$ cat src/rtl/spi_irq_pkg.sv
package spi_irq_pkg;
   localparam int ST_W   = 5;
   localparam int ST_IRQ = 0;
   localparam int N_SRC  = 4;

   typedef enum int {
      SRC_TX  = 0,
      SRC_RX  = 1,
      SRC_UDR = 2,
      SRC_OVF = 3
   } src_e;

   // status bit of a source: line bit sits below the four sources
   function automatic int src_bit(src_e s);
      return int'(s) + 1;
   endfunction
endpackage

$ cat src/rtl/spi_irq_flag.sv
module spi_irq_flag (
   input  logic clk,
   input  logic rst_n,
   input  logic set,
   input  logic clr,
   input  logic kill,
   output logic d,
   output logic q
);
   // kill (disable or flush) beats set; set beats a read clear
   always_comb begin
      if (kill)      d = 1'b0;
      else if (set)  d = 1'b1;
      else if (clr)  d = 1'b0;
      else           d = q;
   end

   always_ff @(posedge clk or negedge rst_n) begin
      if (!rst_n) q <= 1'b0;
      else        q <= d;
   end

   // a hard clear always leaves the flag low
   assert_kill_clears_R11: assert property (@(posedge clk) disable iff (!rst_n)
      kill |=> !q);
   // a set never gets lost unless killed
   assert_set_wins_R9: assert property (@(posedge clk) disable iff (!rst_n)
      (set && !kill) |=> q);
endmodule

$ cat src/rtl/spi_irq_txcnt.sv
module spi_irq_txcnt #(
   parameter int THR_W = 3
) (
   input  logic             clk,
   input  logic             rst_n,
   input  logic             en,
   input  logic             clr,
   input  logic             step,
   input  logic [THR_W-1:0] thresh,
   output logic             fire
);
   logic [THR_W-1:0] cnt_q;
   logic             at_limit;

   initial begin
      assert_thr_w_ok: assert (THR_W >= 1 && THR_W <= 16)
         else $error("THR_W out of range");
   end

   always_comb begin
      at_limit = (cnt_q == thresh);
      fire     = en && step && !clr && at_limit;
   end

   always_ff @(posedge clk or negedge rst_n) begin
      if (!rst_n)              cnt_q <= '0;
      else if (!en || clr)     cnt_q <= '0;
      else if (step) begin
         if (at_limit)         cnt_q <= '0;
         else                  cnt_q <= cnt_q + 1'b1;
      end
   end

   // after a control write the count starts from zero
   assert_ctl_restart_R3: assert property (@(posedge clk) disable iff (!rst_n)
      (en && clr) |=> (cnt_q == '0));
   // disabled means count held at zero
   assert_hold_zero_R10: assert property (@(posedge clk) disable iff (!rst_n)
      !en |=> (cnt_q == '0));
   // no firing without a counted byte
   assert_fire_needs_step_R2: assert property (@(posedge clk) disable iff (!rst_n)
      fire |-> (step && en));
endmodule

$ cat src/rtl/spi_irq_rxcmp.sv
module spi_irq_rxcmp #(
   parameter int THR_W            = 3,
   parameter int LVL_W            = 4,
   parameter bit LEVEL_AFTER_PUSH = 1'b1
) (
   input  logic             en,
   input  logic             push,
   input  logic             full,
   input  logic [LVL_W-1:0] level,
   input  logic [THR_W-1:0] thresh,
   output logic             fire
);
   localparam int CMP_W = ((LVL_W > THR_W) ? LVL_W : THR_W) + 1;

   logic [CMP_W-1:0] occ;
   logic [CMP_W-1:0] need;

   initial begin
      assert_lvl_w_ok: assert (LVL_W >= 1 && LVL_W <= 16)
         else $error("LVL_W out of range");
   end

   generate
      if (LEVEL_AFTER_PUSH) begin : g_post
         always_comb occ = CMP_W'(level);
      end else begin : g_pre
         always_comb occ = CMP_W'(level) + CMP_W'(1);
      end
   endgenerate

   always_comb begin
      need = CMP_W'(thresh) + CMP_W'(1);
      fire = en && push && !full && (occ >= need);
   end
endmodule

$ cat src/rtl/spi_irq_status.sv
module spi_irq_status
   import spi_irq_pkg::*;
#(
   parameter int THR_W            = 3,
   parameter int LVL_W            = 4,
   parameter bit LEVEL_AFTER_PUSH = 1'b1
) (
   input  logic             clk,
   input  logic             rst_n,
   input  logic             en,
   input  logic             tx_mode,
   input  logic [THR_W-1:0] thresh,
   input  logic             tx_mask,
   input  logic             rx_mask,
   input  logic             tx_flush,
   input  logic             rx_flush,
   input  logic             ctl_wr,
   input  logic             stat_rd,
   input  logic             tx_pop,
   input  logic             rx_push,
   input  logic             xfer_start,
   input  logic             tx_empty,
   input  logic             rx_full,
   input  logic [LVL_W-1:0] rx_level,
   output logic             irq,
   output logic [ST_W-1:0]  status
);
   logic             tx_fire;
   logic             rx_fire;
   logic [N_SRC-1:0] src_set;
   logic [N_SRC-1:0] src_kill;
   logic [N_SRC-1:0] src_d;
   logic [N_SRC-1:0] src_q;
   logic             irq_q;

   spi_irq_txcnt #(.THR_W(THR_W)) u_txcnt (
      .clk    (clk),
      .rst_n  (rst_n),
      .en     (en),
      .clr    (ctl_wr),
      .step   (tx_pop),
      .thresh (thresh),
      .fire   (tx_fire)
   );

   spi_irq_rxcmp #(
      .THR_W            (THR_W),
      .LVL_W            (LVL_W),
      .LEVEL_AFTER_PUSH (LEVEL_AFTER_PUSH)
   ) u_rxcmp (
      .en     (en),
      .push   (rx_push),
      .full   (rx_full),
      .level  (rx_level),
      .thresh (thresh),
      .fire   (rx_fire)
   );

   always_comb begin
      src_set[SRC_TX]   = tx_fire && tx_mode && !tx_mask;
      src_set[SRC_RX]   = rx_fire && !tx_mode && !rx_mask;
      src_set[SRC_UDR]  = en && xfer_start && tx_empty && !tx_mask;
      src_set[SRC_OVF]  = en && rx_push && rx_full && !rx_mask;
      src_kill[SRC_TX]  = !en || tx_flush;
      src_kill[SRC_RX]  = !en || rx_flush;
      src_kill[SRC_UDR] = !en;
      src_kill[SRC_OVF] = !en;
   end

   generate
      for (genvar i = 0; i < N_SRC; i++) begin : g_src
         spi_irq_flag u_flag (
            .clk   (clk),
            .rst_n (rst_n),
            .set   (src_set[i]),
            .clr   (stat_rd),
            .kill  (src_kill[i]),
            .d     (src_d[i]),
            .q     (src_q[i])
         );
      end
   endgenerate

   // line registered from the same next-state as the flags: no glitches
   always_ff @(posedge clk or negedge rst_n) begin
      if (!rst_n) irq_q <= 1'b0;
      else        irq_q <= |src_d;
   end

   always_comb begin
      irq                        = irq_q;
      status[ST_IRQ]             = irq_q;
      status[src_bit(SRC_TX)]    = src_q[SRC_TX];
      status[src_bit(SRC_RX)]    = src_q[SRC_RX];
      status[src_bit(SRC_UDR)]   = src_q[SRC_UDR];
      status[src_bit(SRC_OVF)]   = src_q[SRC_OVF];
   end

   assert_line_or_R12: assert property (@(posedge clk) disable iff (!rst_n)
      irq == (|src_q));
   assert_underrun_R6: assert property (@(posedge clk) disable iff (!rst_n)
      (en && xfer_start && tx_empty && !tx_mask) |=> status[src_bit(SRC_UDR)]);
   assert_overflow_R7: assert property (@(posedge clk) disable iff (!rst_n)
      (en && rx_push && rx_full && !rx_mask) |=> status[src_bit(SRC_OVF)]);
   assert_read_clear_R9: assert property (@(posedge clk) disable iff (!rst_n)
      (stat_rd && !tx_pop && !rx_push && !xfer_start) |=> (status == '0));
   assert_disabled_R10: assert property (@(posedge clk) disable iff (!rst_n)
      !en |=> (status == '0 && !irq));
   assert_rx_needs_push_R5: assert property (@(posedge clk) disable iff (!rst_n)
      $rose(status[src_bit(SRC_RX)]) |-> $past(rx_push));
   assert_rx_full_no_rx_R7: assert property (@(posedge clk) disable iff (!rst_n)
      (rx_push && rx_full && stat_rd) |=> !status[src_bit(SRC_RX)]);
endmodule

$ cat config.mk
export PLATFORM = sky130hd
export DESIGN_NAME = spi_irq_status
export DESIGN_NICKNAME = d
export VERILOG_FILES = /design/src/rtl/spi_irq_pkg.sv /design/src/rtl/spi_irq_flag.sv /design/src/rtl/spi_irq_txcnt.sv /design/src/rtl/spi_irq_rxcmp.sv /design/src/rtl/spi_irq_status.sv
export SDC_FILE = /design/constraint.sdc
export NUM_CORES = 1
export LEC_CHECK = 0
export ABC_AREA = 0
export BUFFER_PORTS_ARGS = -buffer_cell sky130_fd_sc_hd__buf_4
export CAP_MARGIN = 0
export CORE_MARGIN = 4
export CORE_UTILIZATION = 35
export DETAILED_ROUTE_END_ITERATION = 16
export SLEW_MARGIN = 20
export SYNTH_ARGS = -nofsm -noshare
export SYNTH_HDL_FRONTEND = slang
export SYNTH_SLANG_ARGS = --single-unit
$ cat constraint.sdc
create_clock -name clk -period 2.8 [get_ports clk]
set_clock_uncertainty 0.2 [all_clocks]
set_input_delay 0.42 -clock clk [delete_from_list [all_inputs] [get_ports clk]]
set_output_delay 0.42 -clock clk [all_outputs]
set_load 0.005 [all_outputs]
Yosys cells after proc, flatten, opt, wreduce, memory -nomap -nowiden
Index checks and enable logic that the tools add are counted.
- word-level logic and storage cells: 51
- output and inout bits: 6
- flip-flop bits (word level): 8
- eq/ne operators: 1
- muxes and demuxes: 15
- magnitude comparators: 1
- add/subtract/negate cells: 2
- reductions and logical operators: 26
- operator list (cell ; count):
    $logic_and 1x1->1 ; 15
    $mux 1 ; 12
    $mux 3 ; 3
    $logic_not 1->1 ; 6
    $ge 4x5->1 ; 1
    $add 3x1->4 const B ; 1
    $reduce_or 4->1 ; 1
    $add 3x1->3 const B ; 1
    $eq 3x3->1 ; 1
    $logic_or 1x1->1 ; 3
    $reduce_bool 2->1 ; 1

Depth between registers and ports, before layout
- depth in word-level cells: 8
- gate-level depth with buffers: 8
- depth with buffers taken out: 8

Modules after synthesis
From an unflattened synthesis, not the netlist that was laid out.
- cells, all modules: 69
- area, all modules: 626.9 um^2
- modules (own cells, without submodules) (module ; instances ; area an instance (um^2) ; cells each ; seq. area each (um^2)):
    spi_irq_txcnt ; 1 ; 236.5 ; 26 ; 75.1
    spi_irq_flag ; 4 ; 43.8 ; 4 ; 25.0
    spi_irq_rxcmp ; 1 ; 122.6 ; 17 ; 0.0
    spi_irq_status ; 1 ; 92.6 ; 10 ; 25.0

Least setup slack after synthesis
Ideal clock, no wire load.
- path type: input to register
- start: input thresh[0]
- end: register irq_q, in the netlist irq
- setup slack: 0.896 ns
- path buffers: 0
- library setup time: 0.136 ns
- stages: 8
- data arrival time: 1.568 ns
- required time: 2.464 ns
- path through: ha_1 > xnor2_1 > ha_1 > a21o_1 > a31oi_1 > o21ai_0 > nand3b_1 > o311ai_2
- longest elaborated chain between the ends: 8
- elaborated cells between the ends (all ways): 14
- those cells by class: add/sub (1); order compare (1); eq/ne (1); mux (4); reduce/logical (7)
- RTL lines (what ; RTL line ; source):
    from (decl) ; spi_irq_status.sv:12 ; input logic [THR_W-1:0] thresh,
    $add 3x1->4 ; spi_irq_rxcmp.sv:32 ; need = CMP_W'(thresh) + CMP_W'(1);
    $ge 4x5->1 ; spi_irq_rxcmp.sv:33 ; fire = en && push && !full && (occ >= need);
    $logic_and 1x1->1 ; spi_irq_rxcmp.sv:33 ;
    $logic_and 1x1->1 (2 in a row) ; spi_irq_status.sv:61 ; src_set[SRC_RX] = rx_fire && !tx_mode && !rx_mask;
    $mux 1 ; spi_irq_flag.sv:13 ; else if (set) d = 1'b1;
    $mux 1 ; spi_irq_flag.sv:12 ; if (kill) d = 1'b0;
    $reduce_or 4->1 * ; spi_irq_status.sv:87 ; else irq_q <= |src_d;
    to (signal assigned) ; spi_irq_status.sv:87 ;
    to (decl) ; spi_irq_status.sv:34 ; logic irq_q;
Every way passes the cells marked *; elsewhere a longest branch is shown, timed or not.
A chain may end at the register's enable or synchronous reset.

Worst setup path after layout
Ends and elaborated chain as after synthesis.

==> flow_summary_export.csv <==
group,metric,value,unit
sta,final_critical_path_setup_slack,912.5,ps
logic_synthesis,post_synth_num_cell_types,25,
clocking,register_clock_pin_slew_on_the_reported_worst_setup_and_hold_paths,50,ps
sta,fin_setup_tns,0,ps
clocking,clock_sink_count,8,
logic_synthesis,synth-edff-count,0,
routing,via_count_of_the_routed_design,531,
setup_path,path_buf_inv,1,
setup_path,ff2ff_setup_slack,1120,ps
pwr,swShare,25.07,%
logic_synthesis,synth_ff_type,"sky130_fd_sc_hd__dfrtp_1",
floorplanning,core_area,0.001541,mm^2
routing,drt_first_pass_iters,2,
grt,grt_max_degree,9,
routing,vias_per_cell,5.155,
finish,area_taken_by_multi_input_logic_gates,330.3,um^2
logic_synthesis,synth.net_count,89,
sta,report.final.setup_viol,0,
finish,num-fill-cells,151,
setup_path,end_kind,"register",
pwr,internal_power,0.0002081,W
logic_synthesis,largest_family_of_logic_cells_by_synthesized_area,"simple AND/OR/NAND/NOR gates",
finish,stdcell_count,103,
run_status,status,"completed",
logic_synthesis,mux_share_of_post_synthesis_cell_area,0,%
logic_synthesis,synth_simple_gate_area_share,19.28,%
logic_synthesis,synthesis.area_per_instance,9.681,um^2
logic_synthesis,synth-adder-area-share,12.71,%
logic_synthesis,synth-async-reset-ratio,100.0,%
placed_design,port-buffer-count,27,
grt,grt_pass1_vias,537,
logic_synthesis,yosysTopAreaCellShare,33.90,%
grt,globalRouteOverflowTotal,0,
logic_synthesis,synth_xor_area_share,5.932,%
routing,post-route-drc-count,0,
routing,drtIter0Drc,14,
finish,fin_nets,117,
finish,layout.core_utilization,52.44,%
setup_path,max_stage_delay,280,ps
sta,relSlewSlack,84.61,%
pwr,leakage,0.4142,nW
pwr,logic_gate_share_of_total_power,25.1,%
clocking,clockRootBuffer,"sky130_fd_sc_hd__clkbuf_4",
finish,post_route_cells_drive_above_1_share,39.08,%
logic_synthesis,ys_seq_area_share,33.90,%
setup_path,crit_chain,"buf_4 -> ha_1 -> xnor2_1 -> ha_1 -> a21o_1 -> a31oi_1 -> o21ai_0 -> nand3b_1 -> o311ai_2",
pwr,pwr_density_cell,343.6,mW/mm^2
setup_path,cp_top_family,"compound AO/OA/AOI/OAI gates",
sta,min_period_over_period,67.41,%
clocking,insertion_delay,250,ps
setup_path,cp-start-kind,"input pin",
floorplanning,floorplan.die_area,0.002408,mm^2
min_path,timing.hold.worst.class,"in -> reg",
pwr,p_sw,0.00006962,W
pwr,vdd_ir_drop_max,227.9,uV
clocking,cts-htree-levels,1,
finish,areaGrowthSynthToFinish,36.86,%
logic_synthesis,syn_inst,61,
sta,grt_setup_unrepaired,"false",
floorplanning,fp.dieH,49.08,um
floorplanning,die-width,49.08,um
sta,tightest_slew,229.3,ps
logic_synthesis,most_repeated_cell_in_the_gate_level_netlist_after_synthesis,"sky130_fd_sc_hd__dfrtp_1",
routing,antenna_violating_nets_post_route,0,
grt,antenna_violations_before_repair,0,
setup_path,timing.critical_path.arrival,1810,ps
setup_path,criticalPathCategory,"in -> reg",
floorplanning,std_cell_rows,14,
pwr,clock_power_share,31.2,%
logic_synthesis,synth-seq-cells,8,
clocking,postcts_resize_cnt,0,
sta,max_clock_freq,0.5298,GHz
placed_design,dp.cells,99,
placed_design,detailed_place_hpwl,1196,um
sta,finalCriticalPeriod,1887,ps
logic_synthesis,compound_gate_portion_of_the_synthesized_area,18.01,%
logic_synthesis,synth.top_cells.by_count,"8 x sky130_fd_sc_hd__dfrtp_1, 6 x sky130_fd_sc_hd__ha_1, 6 x sky130_fd_sc_hd__inv_1",
clocking,numCtsBuffers,3,
logic_synthesis,post_synth_main_area_contributors,"sky130_fd_sc_hd__dfrtp_1 34%, sky130_fd_sc_hd__ha_1 13%, sky130_fd_sc_hd__buf_4 6.4%, sky130_fd_sc_hd__xnor2_1 5.9%, sky130_fd_sc_hd__inv_1 3.8%",
flow_run,max_cap_viol_count,0,
setup_path,worstPathMaxFanout,4,
floorplanning,io_pins,28,
placed_design,finalWeightedCongestion,0.7161,
clocking,tritoncts,"built",
logic_synthesis,synthDominantAreaCellType,"sky130_fd_sc_hd__dfrtp_1",
setup_path,critical_path.most_common_cell,"sky130_fd_sc_hd__ha_1",
setup_path,critical-path-slowest-cell,"sky130_fd_sc_hd__ha_1",
placed_design,post-place-ws,651.4,ps
logic_synthesis,synthesis.yosys.warnings,0,
sta,slew_violations,0,
finish,area.sequential,200.2,um^2
clocking,clockBufferDepth,2,
grt,grt_first_pass_wirelength,2339,um
routing,wire_per_inst,13.56,um
setup_path,critPathRequiredTime,2730,ps
sta,timing.final.hold_violations,0,
floorplanning,initial_utilization,38.31,%
grt,grtUsageTotal,12.43,%
pwr,power_frac_seq,43.7,%
logic_synthesis,synth.cell_area,590.6,um^2
routing,totalWireLength,1397,um
finish,antenna-diode-count,0,
timing repair:
item / in CTS / in global routing
hold endpoints to repair: 8 / 0
setup buffers: 0 / 0
hold buffers: 1 / 0
power by group through the flow:
| stage | combinational (W) | sequential (W) | clock, W |
|---|---|---|---|
| after floorplan | 0.0000322 | 0.000123 | 0 |
| after global placement | 0.0000689 | 0.000123 | 0 |
| after detailed placement | 0.0000696 | 0.000123 | 0 |
| after CTS | 0.0000708 | 0.000121 | 0.0000921 |
| after global routing | 0.0000796 | 0.000122 | 0.0000997 |
| final | 0.0000697 | 0.000121 | 0.0000867 |
metrics by stage:
stage          total power, W  cell area (um^2)  hold slack (ps)
6_report            0.0002777             808.3            147.9
5_1_grt             0.0003009             808.3            143.7
4_1_cts             0.0002842             808.3            140.3
3_5_place_dp        0.0001930             775.7            51.66
3_3_place_gp        0.0001921             775.7            47.57
2_1_floorplan       0.0001550             590.6           -75.59
cell families after synthesis:
kind of cell	count (synthesis)
AOI/OAI and AO/OA	14
xor gates and xnor gates	4
adders and majority gates	6
buffers and inverters	11
DFF	8
and+or+nand+nor	18
per-layer routing:
layer	GRT usage (%)	vias up	routed length (um)
met2	19.31	17	675
li1	-	269	-
met3	7.339	0	127
met4	2.691	0	0
met5	0	-	0
met1	14.58	245	594
flip-flops by register name, summed over array words and instances (netlist names):
register and cells:
g_src.u_flag.q 4, irq 1, u_txcnt.cnt_q 3
cells in the final DEF, fill, tap and decap left out:
cell type / count
sky130_fd_sc_hd__nand2b_1: 3
sky130_fd_sc_hd__a41oi_1: 1
sky130_fd_sc_hd__nor2b_1: 1
sky130_fd_sc_hd__a21oi_1: 3
sky130_fd_sc_hd__a32oi_1: 1
sky130_fd_sc_hd__buf_4: 27
sky130_fd_sc_hd__dlygate4sd3_1: 1
sky130_fd_sc_hd__nor3b_1: 1
sky130_fd_sc_hd__xnor2_1: 4
sky130_fd_sc_hd__nor3_1: 1
sky130_fd_sc_hd__nand2_1: 1
sky130_fd_sc_hd__a31oi_1: 2
sky130_fd_sc_hd__dfrtp_1: 8
sky130_fd_sc_hd__a21o_1: 1
sky130_fd_sc_hd__nand3_1: 3
sky130_fd_sc_hd__nand3_2: 1
sky130_fd_sc_hd__nor4_2: 1
sky130_fd_sc_hd__nand3b_1: 2
sky130_fd_sc_hd__o21bai_1: 1
sky130_fd_sc_hd__ha_1: 6
sky130_fd_sc_hd__clkbuf_4: 3
sky130_fd_sc_hd__a32o_1: 2
sky130_fd_sc_hd__nor2_1: 3
sky130_fd_sc_hd__o21ai_0: 2
sky130_fd_sc_hd__o311ai_2: 1
sky130_fd_sc_hd__inv_1: 6
sky130_fd_sc_hd__nand2b_2: 1
worst paths after layout:
path	start	endpoint	cells after the start
max	thresh[0]	irq	9
max in group asynchronous	rst_n	g_src[2].u_flag.q	2
min reg2reg	g_src[2].u_flag.q	g_src[2].u_flag.q	1
min in group asynchronous	rst_n	u_txcnt.cnt_q[2]	2
max reg2reg	u_txcnt.cnt_q[0]	irq	5
min	tx_flush	g_src[0].u_flag.q	2
cell type report:
type | count | share of cell area [%]
Sequential cell | 8 | 24.77
Inverter | 6 | 2.786
Multi-Input combinational cell | 42 | 40.87
Tap cell | 16 | 2.477
Timing Repair Buffer | 28 | 26.32
Clock buffer | 3 | 2.786
Note: power is estimated with default switching activity, not from simulation.
